**src/rtl/acq_gate_seq_pkg.sv**
```systemverilog
package acq_gate_seq_pkg;
  typedef enum logic [1:0] {
    ST_IDLE,
    ST_GATE,
    ST_WIN,
    ST_CONV
  } seq_state_e;
endpackage

```
**src/rtl/acq_gate_src.sv**
```systemverilog
module acq_gate_src #(
  parameter int SYNC_STAGES    = 2,
  parameter int SW_GATE_CYCLES = 100
) (
  input  logic clk_i,
  input  logic rst_ni,
  input  logic ext_gate_i,
  input  logic sw_gate_i,
  input  logic arm_i,
  output logic req_o,
  output logic gate_rise_o,
  output logic gate_lvl_o
);
  localparam int SW_W = $clog2(SW_GATE_CYCLES + 1);
  localparam logic [SW_W-1:0] SW_LEN = SW_W'(SW_GATE_CYCLES);

  logic ext_s, ext_d_q, ext_edge;
  logic [SW_W-1:0] sw_cnt_q;
  logic sw_active;

  generate
    if (SYNC_STAGES == 0) begin : g_nosync
      assign ext_s = ext_gate_i;
    end else begin : g_sync
      logic [SYNC_STAGES-1:0] sync_q;
      always_ff @(posedge clk_i or negedge rst_ni) begin
        if (!rst_ni) sync_q <= '0;
        else         sync_q <= {sync_q[SYNC_STAGES-2:0], ext_gate_i};
      end
      assign ext_s = sync_q[SYNC_STAGES-1];
    end
  endgenerate

  always_ff @(posedge clk_i or negedge rst_ni) begin
    if (!rst_ni) ext_d_q <= 1'b0;
    else         ext_d_q <= ext_s;
  end

  assign ext_edge = ext_s & ~ext_d_q;

  // fixed-length software gate
  always_ff @(posedge clk_i or negedge rst_ni) begin
    if (!rst_ni)                  sw_cnt_q <= '0;
    else if (sw_gate_i && arm_i)  sw_cnt_q <= SW_LEN;
    else if (sw_cnt_q != '0)      sw_cnt_q <= sw_cnt_q - 1'b1;
  end

  assign sw_active   = (sw_cnt_q != '0);
  assign req_o       = ext_edge | sw_gate_i;
  assign gate_rise_o = arm_i & req_o;
  assign gate_lvl_o  = ext_s | sw_active;

  p_sw_count_down_r3: assert property (@(posedge clk_i) disable iff (!rst_ni)
    (sw_cnt_q != '0) |=> (sw_cnt_q == $past(sw_cnt_q) - 1'b1));

  p_sw_no_reload_r3: assert property (@(posedge clk_i) disable iff (!rst_ni)
    sw_active |-> !arm_i);
endmodule

```
**src/rtl/acq_win_timer.sv**
```systemverilog
module acq_win_timer #(
  parameter int SEL_W    = 3,
  parameter int WIN_BASE = 16
) (
  input  logic             clk_i,
  input  logic             rst_ni,
  input  logic             load_i,
  input  logic [SEL_W-1:0] sel_i,
  input  logic             run_i,
  input  logic             ext_win_i,
  output logic             done_o
);
  localparam int MAX_WIN = ((1 << SEL_W) - 1) * WIN_BASE;
  localparam int CNT_W   = $clog2(MAX_WIN + 1);
  localparam logic [CNT_W-1:0] BASE_C = CNT_W'(WIN_BASE);

  logic [SEL_W-1:0] sel_q;
  logic [CNT_W-1:0] cnt_q;
  logic             ext_mode;

  always_ff @(posedge clk_i or negedge rst_ni) begin
    if (!rst_ni) begin
      sel_q <= '0;
      cnt_q <= '0;
    end else if (load_i) begin
      sel_q <= sel_i;
      cnt_q <= CNT_W'(sel_i) * BASE_C;
    end else if (run_i && cnt_q != '0) begin
      cnt_q <= cnt_q - 1'b1;
    end
  end

  assign ext_mode = (sel_q == '0);
  assign done_o   = run_i & (ext_mode ? ~ext_win_i : (cnt_q == CNT_W'(1)));

  p_win_cnt_live_r5: assert property (@(posedge clk_i) disable iff (!rst_ni)
    (run_i && !ext_mode) |-> (cnt_q != '0));

  p_sel_held_r5: assert property (@(posedge clk_i) disable iff (!rst_ni)
    (run_i && !load_i) |=> $stable(sel_q));
endmodule

```
**src/rtl/acq_seq_fsm.sv**
```systemverilog
module acq_seq_fsm
  import acq_gate_seq_pkg::*;
#(
  parameter int INTEG_DLY = 4
) (
  input  logic clk_i,
  input  logic rst_ni,
  input  logic gate_en_i,
  input  logic buf_full_i,
  input  logic req_i,
  input  logic gate_rise_i,
  input  logic gate_lvl_i,
  input  logic fast_clear_i,
  input  logic conv_done_i,
  input  logic win_done_i,
  output logic arm_o,
  output logic load_o,
  output logic win_run_o,
  output logic integ_en_o,
  output logic busy_o,
  output logic commit_o,
  output logic discard_o,
  output logic overlap_o
);
  localparam int DLY_W = (INTEG_DLY < 1) ? 1 : $clog2(INTEG_DLY + 1);
  localparam logic [DLY_W-1:0] DLY_C = DLY_W'(INTEG_DLY);

  seq_state_e state_q, state_d;
  logic [DLY_W-1:0] dly_q;
  logic commit_q, discard_q, overlap_q;

  assign arm_o      = (state_q == ST_IDLE) & gate_en_i & ~buf_full_i;
  assign busy_o     = (state_q != ST_IDLE) | buf_full_i;
  assign load_o     = gate_rise_i;
  assign win_run_o  = (state_q == ST_WIN);
  assign integ_en_o = (state_q == ST_GATE) & gate_lvl_i & (dly_q == '0);

  always_comb begin
    state_d = state_q;
    unique case (state_q)
      ST_IDLE: if (gate_rise_i)  state_d = ST_GATE;
      ST_GATE: if (!gate_lvl_i)  state_d = ST_WIN;
      ST_WIN: begin
        if (fast_clear_i)        state_d = ST_IDLE;  // clear wins over window end
        else if (win_done_i)     state_d = ST_CONV;
      end
      ST_CONV: if (conv_done_i)  state_d = ST_IDLE;
      default:                   state_d = ST_IDLE;
    endcase
  end

  always_ff @(posedge clk_i or negedge rst_ni) begin
    if (!rst_ni) begin
      state_q   <= ST_IDLE;
      dly_q     <= '0;
      commit_q  <= 1'b0;
      discard_q <= 1'b0;
      overlap_q <= 1'b0;
    end else begin
      state_q   <= state_d;
      commit_q  <= (state_q == ST_CONV) & conv_done_i;
      discard_q <= (state_q == ST_WIN) & fast_clear_i;
      overlap_q <= overlap_q | (gate_en_i & busy_o & req_i);
      if (gate_rise_i)                               dly_q <= DLY_C;
      else if (state_q == ST_GATE && dly_q != '0)    dly_q <= dly_q - 1'b1;
    end
  end

  assign commit_o  = commit_q;
  assign discard_o = discard_q;
  assign overlap_o = overlap_q;

  p_outcome_excl_r11: assert property (@(posedge clk_i) disable iff (!rst_ni)
    !(commit_o && discard_o));

  p_full_holds_idle_r9: assert property (@(posedge clk_i) disable iff (!rst_ni)
    (state_q == ST_IDLE && buf_full_i) |=> (state_q == ST_IDLE));

  p_discard_to_idle_r7: assert property (@(posedge clk_i) disable iff (!rst_ni)
    discard_o |-> (state_q == ST_IDLE));

  p_overlap_sticky_r10: assert property (@(posedge clk_i) disable iff (!rst_ni)
    overlap_o |=> overlap_o);

  generate
    if (INTEG_DLY > 0) begin : g_dly_chk
      p_integ_after_accept_r4: assert property (@(posedge clk_i) disable iff (!rst_ni)
        integ_en_o |-> $past(busy_o));
    end
  endgenerate
endmodule

```
**src/rtl/acq_gate_seq.sv**
```systemverilog
module acq_gate_seq #(
  parameter int SYNC_STAGES    = 2,
  parameter int SW_GATE_CYCLES = 100,
  parameter int INTEG_DLY      = 4,
  parameter int WIN_BASE       = 16,
  parameter int SEL_W          = 3
) (
  input  logic             clk_i,
  input  logic             rst_ni,
  input  logic             gate_en_i,
  input  logic             ext_gate_i,
  input  logic             sw_gate_i,
  input  logic [SEL_W-1:0] win_sel_i,
  input  logic             ext_win_i,
  input  logic             fast_clear_i,
  input  logic             conv_done_i,
  input  logic             buf_full_i,
  output logic             integ_en_o,
  output logic             win_open_o,
  output logic             busy_o,
  output logic             commit_o,
  output logic             discard_o,
  output logic             overlap_o
);
  logic arm, req, gate_rise, gate_lvl, load, win_run, win_done;

  acq_gate_src #(
    .SYNC_STAGES   (SYNC_STAGES),
    .SW_GATE_CYCLES(SW_GATE_CYCLES)
  ) u_src (
    .clk_i      (clk_i),
    .rst_ni     (rst_ni),
    .ext_gate_i (ext_gate_i),
    .sw_gate_i  (sw_gate_i),
    .arm_i      (arm),
    .req_o      (req),
    .gate_rise_o(gate_rise),
    .gate_lvl_o (gate_lvl)
  );

  acq_win_timer #(
    .SEL_W   (SEL_W),
    .WIN_BASE(WIN_BASE)
  ) u_win (
    .clk_i    (clk_i),
    .rst_ni   (rst_ni),
    .load_i   (load),
    .sel_i    (win_sel_i),
    .run_i    (win_run),
    .ext_win_i(ext_win_i),
    .done_o   (win_done)
  );

  acq_seq_fsm #(
    .INTEG_DLY(INTEG_DLY)
  ) u_fsm (
    .clk_i       (clk_i),
    .rst_ni      (rst_ni),
    .gate_en_i   (gate_en_i),
    .buf_full_i  (buf_full_i),
    .req_i       (req),
    .gate_rise_i (gate_rise),
    .gate_lvl_i  (gate_lvl),
    .fast_clear_i(fast_clear_i),
    .conv_done_i (conv_done_i),
    .win_done_i  (win_done),
    .arm_o       (arm),
    .load_o      (load),
    .win_run_o   (win_run),
    .integ_en_o  (integ_en_o),
    .busy_o      (busy_o),
    .commit_o    (commit_o),
    .discard_o   (discard_o),
    .overlap_o   (overlap_o)
  );

  assign win_open_o = win_run;

  p_full_busy_r9: assert property (@(posedge clk_i) disable iff (!rst_ni)
    (buf_full_i && !$past(busy_o)) |=> !integ_en_o);
endmodule

```
**config.mk**
```make
export PLATFORM = sky130hd
export DESIGN_NAME = acq_gate_seq
export DESIGN_NICKNAME = d
export VERILOG_FILES = /design/src/rtl/acq_gate_seq_pkg.sv /design/src/rtl/acq_gate_src.sv /design/src/rtl/acq_win_timer.sv /design/src/rtl/acq_seq_fsm.sv /design/src/rtl/acq_gate_seq.sv
export SDC_FILE = /design/constraint.sdc
export NUM_CORES = 1
export LEC_CHECK = 0
export ABC_AREA = 1
export BUFFER_PORTS_ARGS = -buffer_cell sky130_fd_sc_hd__buf_2
export CELL_PAD_IN_SITES_DETAIL_PLACEMENT = 1
export CELL_PAD_IN_SITES_GLOBAL_PLACEMENT = 2
export CORE_ASPECT_RATIO = 0.8
export CORE_MARGIN = 1
export CORE_UTILIZATION = 36
export CTS_BUF_LIST = sky130_fd_sc_hd__clkbuf_2
export CTS_CLUSTER_DIAMETER = 50
export DETAILED_ROUTE_END_ITERATION = 8
export PLACE_DENSITY_LB_ADDON = 0.25
export SLEW_MARGIN = 10
export SYNTH_ARGS = -nofsm -noshare
export SYNTH_HDL_FRONTEND = slang
export SYNTH_SLANG_ARGS = --single-unit
```
**constraint.sdc**
```tcl
create_clock -name clk_i -period 1.7 [get_ports clk_i]
set_clock_uncertainty 0.05 [all_clocks]
set_input_delay 0.34 -clock clk_i [delete_from_list [all_inputs] [get_ports clk_i]]
set_output_delay 0.34 -clock clk_i [all_outputs]
set_load 0.03 [all_outputs]
```
Word-level counts from Yosys, hierarchy flattened
Index checks and enable logic that the tools add are counted.
Storage, ports and cells
  logic and storage cells: 66
  bits of input ports: 12
  output and inout bits: 6
  flip-flop bits (word level): 28
Operators by class
  eq/ne operators: 8
  bitwise logic cells: 18
  mux-type cells: 13
  reductions and logical operators: 14
  add/sub/neg operators: 3
Operators with widths (number)
  7-bit 2-to-1 mux: 4
  7-bit nonzero test: 2
  7-bit by 1-bit subtractor with 7-bit output, second input constant: 2
  1-bit bitwise AND: 11
  2-bit 2-to-1 mux: 5
  2-bit one-hot mux with 4 select lines: 1
  2-bit nonzero test: 4
  7-bit by 1-bit == test with 1-bit output, second input constant: 1
  3-bit zero test: 2
  3-bit 2-to-1 mux: 2
  2-bit inequality test, second input constant: 3
  2-bit == test, second input constant: 2
  1-bit OR: 4
  4-bit AND reduction: 1
  1-bit logical AND: 3
  3-bit by 2-bit inequality test with 1-bit output, second input constant: 1
  1-bit inverter: 3
  3-bit nonzero test: 1
  3-bit by 1-bit subtractor with 3-bit output, second input constant: 1
  2-bit by 1-bit == test with 1-bit output, second input constant: 1
  2-bit zero test: 1
  1-bit 2-to-1 mux: 1

Logic depth before layout (Yosys ltp)
Gate-level depths: netlist of run 1.
  depth in word-level cells: 6
  mapped depth: 9

Hierarchy
A second synthesis of run 1 with hierarchy kept.
Second synthesis, totals
  cells, all modules: 203
  area, all modules: 1612.8 um^2
Modules (own cells, without submodules)
  acq_win_timer: area each 633.1 um^2, sequential area each 250.2 um^2, instances 1, cells each 80
  acq_gate_src: area each 535.5 um^2, sequential area each 250.2 um^2, instances 1, cells each 62
  acq_seq_fsm: area each 444.2 um^2, sequential area each 200.2 um^2, instances 1, cells each 61

Least setup slack after synthesis of run 1
OpenSTA, ideal clock, no wires.
  path kind: reg2out
  start point: reg u_src.sw_cnt_q[0]
  end point: out integ_en_o
  stages on the path, launching flop included: 8
  required time: 1.310 ns
  data arrival time: 1.327 ns
  path slack: -0.017 ns
  path through: dfrtp_1 inv_1 ha_1 nand2_1 nor2_2 nand4_1 nand2_1 nor2_1
Between the ends
  longest elaborated chain between the ends: 4
RTL lines
  from (decl): RTL line acq_gate_src.sv:18  | logic [SW_W-1:0] sw_cnt_q;
  from (signal assigned): RTL line acq_gate_src.sv:45  | else if (sw_cnt_q != '0) sw_cnt_q <= sw_cnt_q - 1'b1;
  7-bit nonzero test: RTL line acq_gate_src.sv:48  | assign sw_active = (sw_cnt_q != '0);
  1-bit OR: RTL line acq_gate_src.sv:51  | assign gate_lvl_o = ext_s | sw_active;
  1-bit bitwise AND (2 in a row): RTL line acq_seq_fsm.sv:36  | assign integ_en_o = (state_q == ST_GATE) & gate_lvl_i & (dly_q == '0);
  to (decl): RTL line acq_gate_seq.sv:18  | output logic integ_en_o,
Every way passes these cells.

Final worst setup path of run 1
Same ends and word-level chain as after synthesis.

==> reports/metrics.yaml, run 1 <==
status: "finished with violations"
failed_checks: "negative setup slack"
wire_per_inst_um: 13.6
fin_crit_ns: 1.96
crit_type: "register to primary output"
core_area_um2: 3930
setup_viol: 3
finalHoldViolCount: 0
track_usage_pct: 18.4
period_share_pct: 115
cts_root_buf: "clkbuf_2"
arrival_ns: 1.57
setup_slack_ns: -0.263
gp_congestion: 0.740
drtAntennaViolNets: 0
powerDensity_nw_per_um2: 1670
detailroute.via_count: 1290
whs_ns: 0.0846
grt_max_degree: 29
start_kind: "register"
clkTransAtPathRegs_ns: 0.27
die_height_um: 60.2
multiInputGateArea_um2: 701
avgViaCountPerCell: 4.73
synth_edf_count: 0
cts_buffer_depth: 2
synth.top_cell.area_share_pct: 46.0
synth_top_cell_by_area: "dfrtp_1"
tritoncts: "yes"
cts_sinks: 28
grt_pass1_vias: 1371
ys_seq_area_share_pct: 46.0
final_layout_size_suffix_gt1_share_pct: 31.7
grt_first_pass_wirelength_um: 6130
cp_max_fo: 2
finalSetupTns_ns: -0.344
rsz0062_at_grt: "true"
drc: 0
synth_flop_cell: "dfrtp_1"
ys_types: 28
tightestPinTransition_ns: 0.656
drt_iter0_drc: 42
hp-class: "primary input to register"
slew_violations: 0
cts_made_buffers: 3
synth.most_common_cell: "inv_1"
drt-total-wl_um: 3710
endpoint_kind: "primary output"
cp_data_required_time_ns: 1.31
vdd_drop_max_mv: 0.569
portBuffers: 17
dp_hpwl_um: 2720
h-tree-depth: 1
pin_count: 18
dr.pass1.iters: 4
overflow: 0
p_leak_nw: 1.00
regArea_um2: 703
synth_cells: 178
nets: 236
ys_seq_elements: 28
maxSlewHeadroom_pct: 56.3
synthToLayoutAreaGrowth_pct: 25.1
netlist_top_cells_area: "dfrtp_1 (46%), inv_1 (8.9%), nand2_1 (6.7%)"
syn_nets: 195
fp.dieArea_um2: 4500
syn_area_per_cell_um2: 8.55
grt_antenna_before_repair: 0
antenna_cells: 0
fmax_mhz: 510
initial_core_util_pct: 38.8
cap_violations: 0
fill_cells: 496
rows: 20
synth_area_um2: 1520
die_width_um: 74.7
async_reset_ff_share_pct: 100
clkLatencyLatePin_ns: 0.39
synthTopCellsByCount: "inv_1 (36), dfrtp_1 (28), nand2_1 (27)"
ys_warn_count: 0
-- final cells by class --
| cell class | instances | share of cell area, % |
|---|---|---|
| clock buffers | 3 | 0.788 |
| clock inverters | 1 | 0.197 |
| inverters | 39 | 7.94 |
| multi-input cells | 111 | 36.8 |
| flip-flops and latches | 28 | 36.9 |
| well taps | 55 | 3.61 |
| repair buffers | 36 | 13.8 |
-- metrics by stage --
| step | instance area [um^2] | util (%) | std cells | setup WS (ns) | total power [W] |
|---|---|---|---|---|---|
| 2_1_floorplan | 1530 | - | 178 | 0.109 | 0.00219 |
| 3_3_place_gp | 1690 | 43.1 | 252 | 0.110 | 0.00250 |
| 3_5_place_dp | 1690 | 43.1 | 252 | 0.0565 | 0.00258 |
| 4_1_cts | 1840 | 46.7 | 267 | -0.289 | 0.00308 |
| 5_1_grt | 1910 | 48.5 | 273 | -0.401 | 0.00348 |
| 6_report | 1910 | 48.5 | 273 | -0.263 | 0.00319 |
-- report_power, final --
| part | total [W] | switching, W | internal, W |
|---|---|---|---|
| Combinational | 0.00182 | 0.00103 | 0.000795 |
| Sequential | 0.00110 | 0.000172 | 0.000930 |
| Clock | 0.000265 | 0.000214 | 0.0000510 |
-- final timing paths --
| check | startpoint | endpoint | slack [ns] | cells past startpoint |
|---|---|---|---|---|
| max | u_src.sw_cnt_q[0] | integ_en_o | -0.26 | 8 |
| min | conv_done_i | u_fsm.commit_o | 0.08 | 3 |
| max reg2reg | u_fsm.state_q[1] | u_fsm.state_q[0] | 0.08 | 10 |
| min reg2reg | u_src.g_sync.sync_q[0] | u_src.g_sync.sync_q[1] | 0.35 | 0 |
| max in group asynchronous | rst_ni | u_fsm.state_q[1] | 0.75 | 2 |
| min in group asynchronous | rst_ni | u_src.sw_cnt_q[3] | 0.41 | 2 |
-- cells by family (layout without fill, tap and decap cells) --
logic type      Yosys count  count (layout)  share of synthesized area, %
simple gates             76              76                          27.0
buf+inv                  39              79                          9.94
flops                    28              28                          46.0
compound gates           27              27                          11.3
fa+ha+maj                 5               5                          4.11
xor+xnor                  3               3                          1.73
-- cell usage in the layout (no fill, tap or decap), drive strengths merged --
| master | count |
|---|---|
| a31oi | 2 |
| nand2 | 32 |
| nor2 | 23 |
| nand4 | 4 |
| buf | 34 |
| dfrtp | 28 |
| clkinv | 2 |
| a31o | 1 |
| dlygate4sd3 | 2 |
| o211ai | 2 |
| o22ai | 2 |
| inv | 38 |
| a21oi | 4 |
| clkbuf | 3 |
| ha | 5 |
| nor3 | 1 |
| nand3b | 1 |
| o21ai | 16 |
| xor2 | 3 |
| nand3 | 15 |
-- critical path: stages, from the launching register on --
cell and delay (ns):
dfrtp_1 0.46, inv_2 0.09, ha_4 0.14, nand2_2 0.04, nor2_2 0.09, nand4_1 0.10, nand2_2 0.09, nor2_2 0.04
buf_6 0.13
-- metal layers --
| metal | track usage (%) | wire, um |
|---|---|---|
| met1 | 22.9 | 1750 |
| met2 | 32.9 | 1810 |
| met3 | 4.55 | 118 |
| met4 | 2.43 | 32 |
| met5 | 0 | 0 |
-- registers in the layout, summed over array words and instances, names as in the netlist, 2 cells and up --
name                 flops
u_win.cnt_q              7
u_src.sw_cnt_q           7
u_fsm.state_q            2
u_fsm.dly_q              3
u_src.g_sync.sync_q      2
u_win.sel_q              3
-- timing repair --
item	CTS	global route
hold buffers	2	0
resized for setup	12	9
buffers inserted	9	6
cloned	0	0
pin swaps	6	5
endpoints found under the setup margin	3	6
hold endpoints to repair	29	0
Power figures use the tool's default switching activity.
==> run 2: changes to the inputs <==
- CELL_PAD_IN_SITES_DETAIL_PLACEMENT: 1 -> 2
==> reports/metrics.yaml, run 2 (synthesis gave the netlist of run 1 again) <==
hp-class: "primary input to register"
cpMaxStageDelayCell: "dfrtp_1"
slew_violations: 0
total_power_w: 0.00348
endpoint_kind: "primary output"
cts_buffer_depth: 2
fp.dieArea_um2: 4500
cts_sinks: 28
cp_cell_sequence: "inv_1, ha_1, ha_2, inv_1, nor2_2, buf_6"
cpMostUsedCell: "inv_1"
status: "finished with violations"
final_core_util_pct: 48.2
post-place-ws_ns: 0.0108
gp_congestion: 0.740
powerDensity_nw_per_um2: 1840
maxSlewHeadroom_pct: 54.8
fin_crit_ns: 2.09
wl_met3_um: 163
finalHoldViolCount: 0
die_height_um: 60.2
period_share_pct: 123
setup_viol: 5
path_buf_inv: 3
rsz0062_at_grt: "true"
initial_core_util_pct: 38.8
track_usage_pct: 25.4
grt_max_degree: 29
antenna_cells: 0
synthToLayoutAreaGrowth_pct: 24.5
nets: 234
cts_root_buf: "clkbuf_2"
max_stage_delay_ns: 0.48
arrival_ns: 1.70
failed_checks: "negative setup slack"
maxUsedRoutingLayer: "met4"
tritoncts: "yes"
core_area_um2: 3930
wire_per_inst_um: 21.7
drtAntennaViolNets: 0
overflow: 0
pin_count: 18
portBuffers: 17
path_delay_family: "flip-flops"
h-tree-depth: 1
final_layout_size_suffix_gt1_share_pct: 31.5
vdd_drop_max_mv: 0.650
grt_pass1_vias: 1533
final_common_cell: "inv_1"
crit_type: "register to primary output"
tightestPinTransition_ns: 0.679
dr.pass1.iters: 4
drt_iter0_drc: 45
p_leak_nw: 0.994
cp_max_fo: 2
whs_ns: 0.0810
worstHoldStart: "conv_done_i"
clkTransAtPathRegs_ns: 0.29
grt_antenna_before_repair: 0
met2_length_um: 3110
rows: 20
drt-total-wl_um: 5880
setup_slack_ns: -0.387
cp_data_required_time_ns: 1.31
die_width_um: 74.7
r2r_slack_ns: -0.03
start_kind: "register"
cts_made_buffers: 3
drc: 0
whs_path_depth: 3
met1_length_um: 2480
r2r-start: "u_src.sw_cnt_q[0]"
dp_hpwl_um: 3280
detailroute.via_count: 1369
rr_endpoint: "u_fsm.state_q[0]"
clkLatencyLatePin_ns: 0.40
final_cell_mix: "inv_1 (33), dfrtp_1 (26), nand2_1 (24), buf_2 (14), buf_4 (14)"
cap_violations: 0
grt_first_pass_wirelength_um: 8070
largestRegisters: "u_src.sw_cnt_q (7), u_win.cnt_q (7)"
reg2reg_depth: 11
avgViaCountPerCell: 5.05
fmax_mhz: 479
whs_endpoint: "u_fsm.commit_o"
-- run 2: area by class of cell --
class	count	area, um^2
Clock buffer	3	15.0
Clock inverter	1	3.75
Sequential cell	28	703
Timing Repair Buffer	34	240
Multi-Input combinational cell	111	711
Fill cell	457	2030
Tap cell	55	68.8
Inverter	39	154
-- run 2: through the flow --
step	cells	TNS (ns)	instance area (um^2)
2_1_floorplan	178	0	1530
3_3_place_gp	252	0	1690
3_5_place_dp	252	0	1690
4_1_cts	268	-0.330	1850
5_1_grt	271	-1.02	1900
6_report	271	-0.463	1900
-- run 2: metal layers --
metal / track usage (%) / up-vias
met4: 5.39 / 0
met3: 5.06 / 13
met1: 30.7 / 692
met2: 46.7 / 24
li1: - / 640
met5: 0 / -
-- run 2: worst max-delay path by stage --
stage | start | to | slack [ns] | depth (start not counted)
floorplan | u_src.sw_cnt_q[0] | integ_en_o | 0.11 | 7
global placement | u_src.sw_cnt_q[0] | integ_en_o | 0.11 | 8
detailed placement | u_src.sw_cnt_q[0] | u_src.sw_cnt_q[3] | 0.01 | 10
CTS | u_src.sw_cnt_q[1] | integ_en_o | -0.33 | 8
global route | u_fsm.dly_q[0] | integ_en_o | -0.44 | 6
finish | u_fsm.dly_q[0] | integ_en_o | -0.39 | 6
-- run 2: timing repair --
action,CTS,global route
gates resized for setup,16,6
endpoints found under the setup margin,5,8
hold endpoints to repair,29,0
pin swaps,6,4
hold buffers,2,0
setup buffers,10,3
-- run 2: power by group --
part           total, W  internal (W)  switching, W
clock network  0.000269     0.0000511      0.000218
registers       0.00116      0.000931      0.000233
logic           0.00205      0.000790       0.00126
total           0.00348       0.00177       0.00171
-- run 2: worst reg2reg max path, delay by kind of cell (launching register included) --
kind	cells	cell delay, ns
adder cells (fa/ha/maj)	1	0.16
AND/OR/NAND/NOR	7	0.59
flip-flops	1	0.49
buffers and inverters	3	0.33
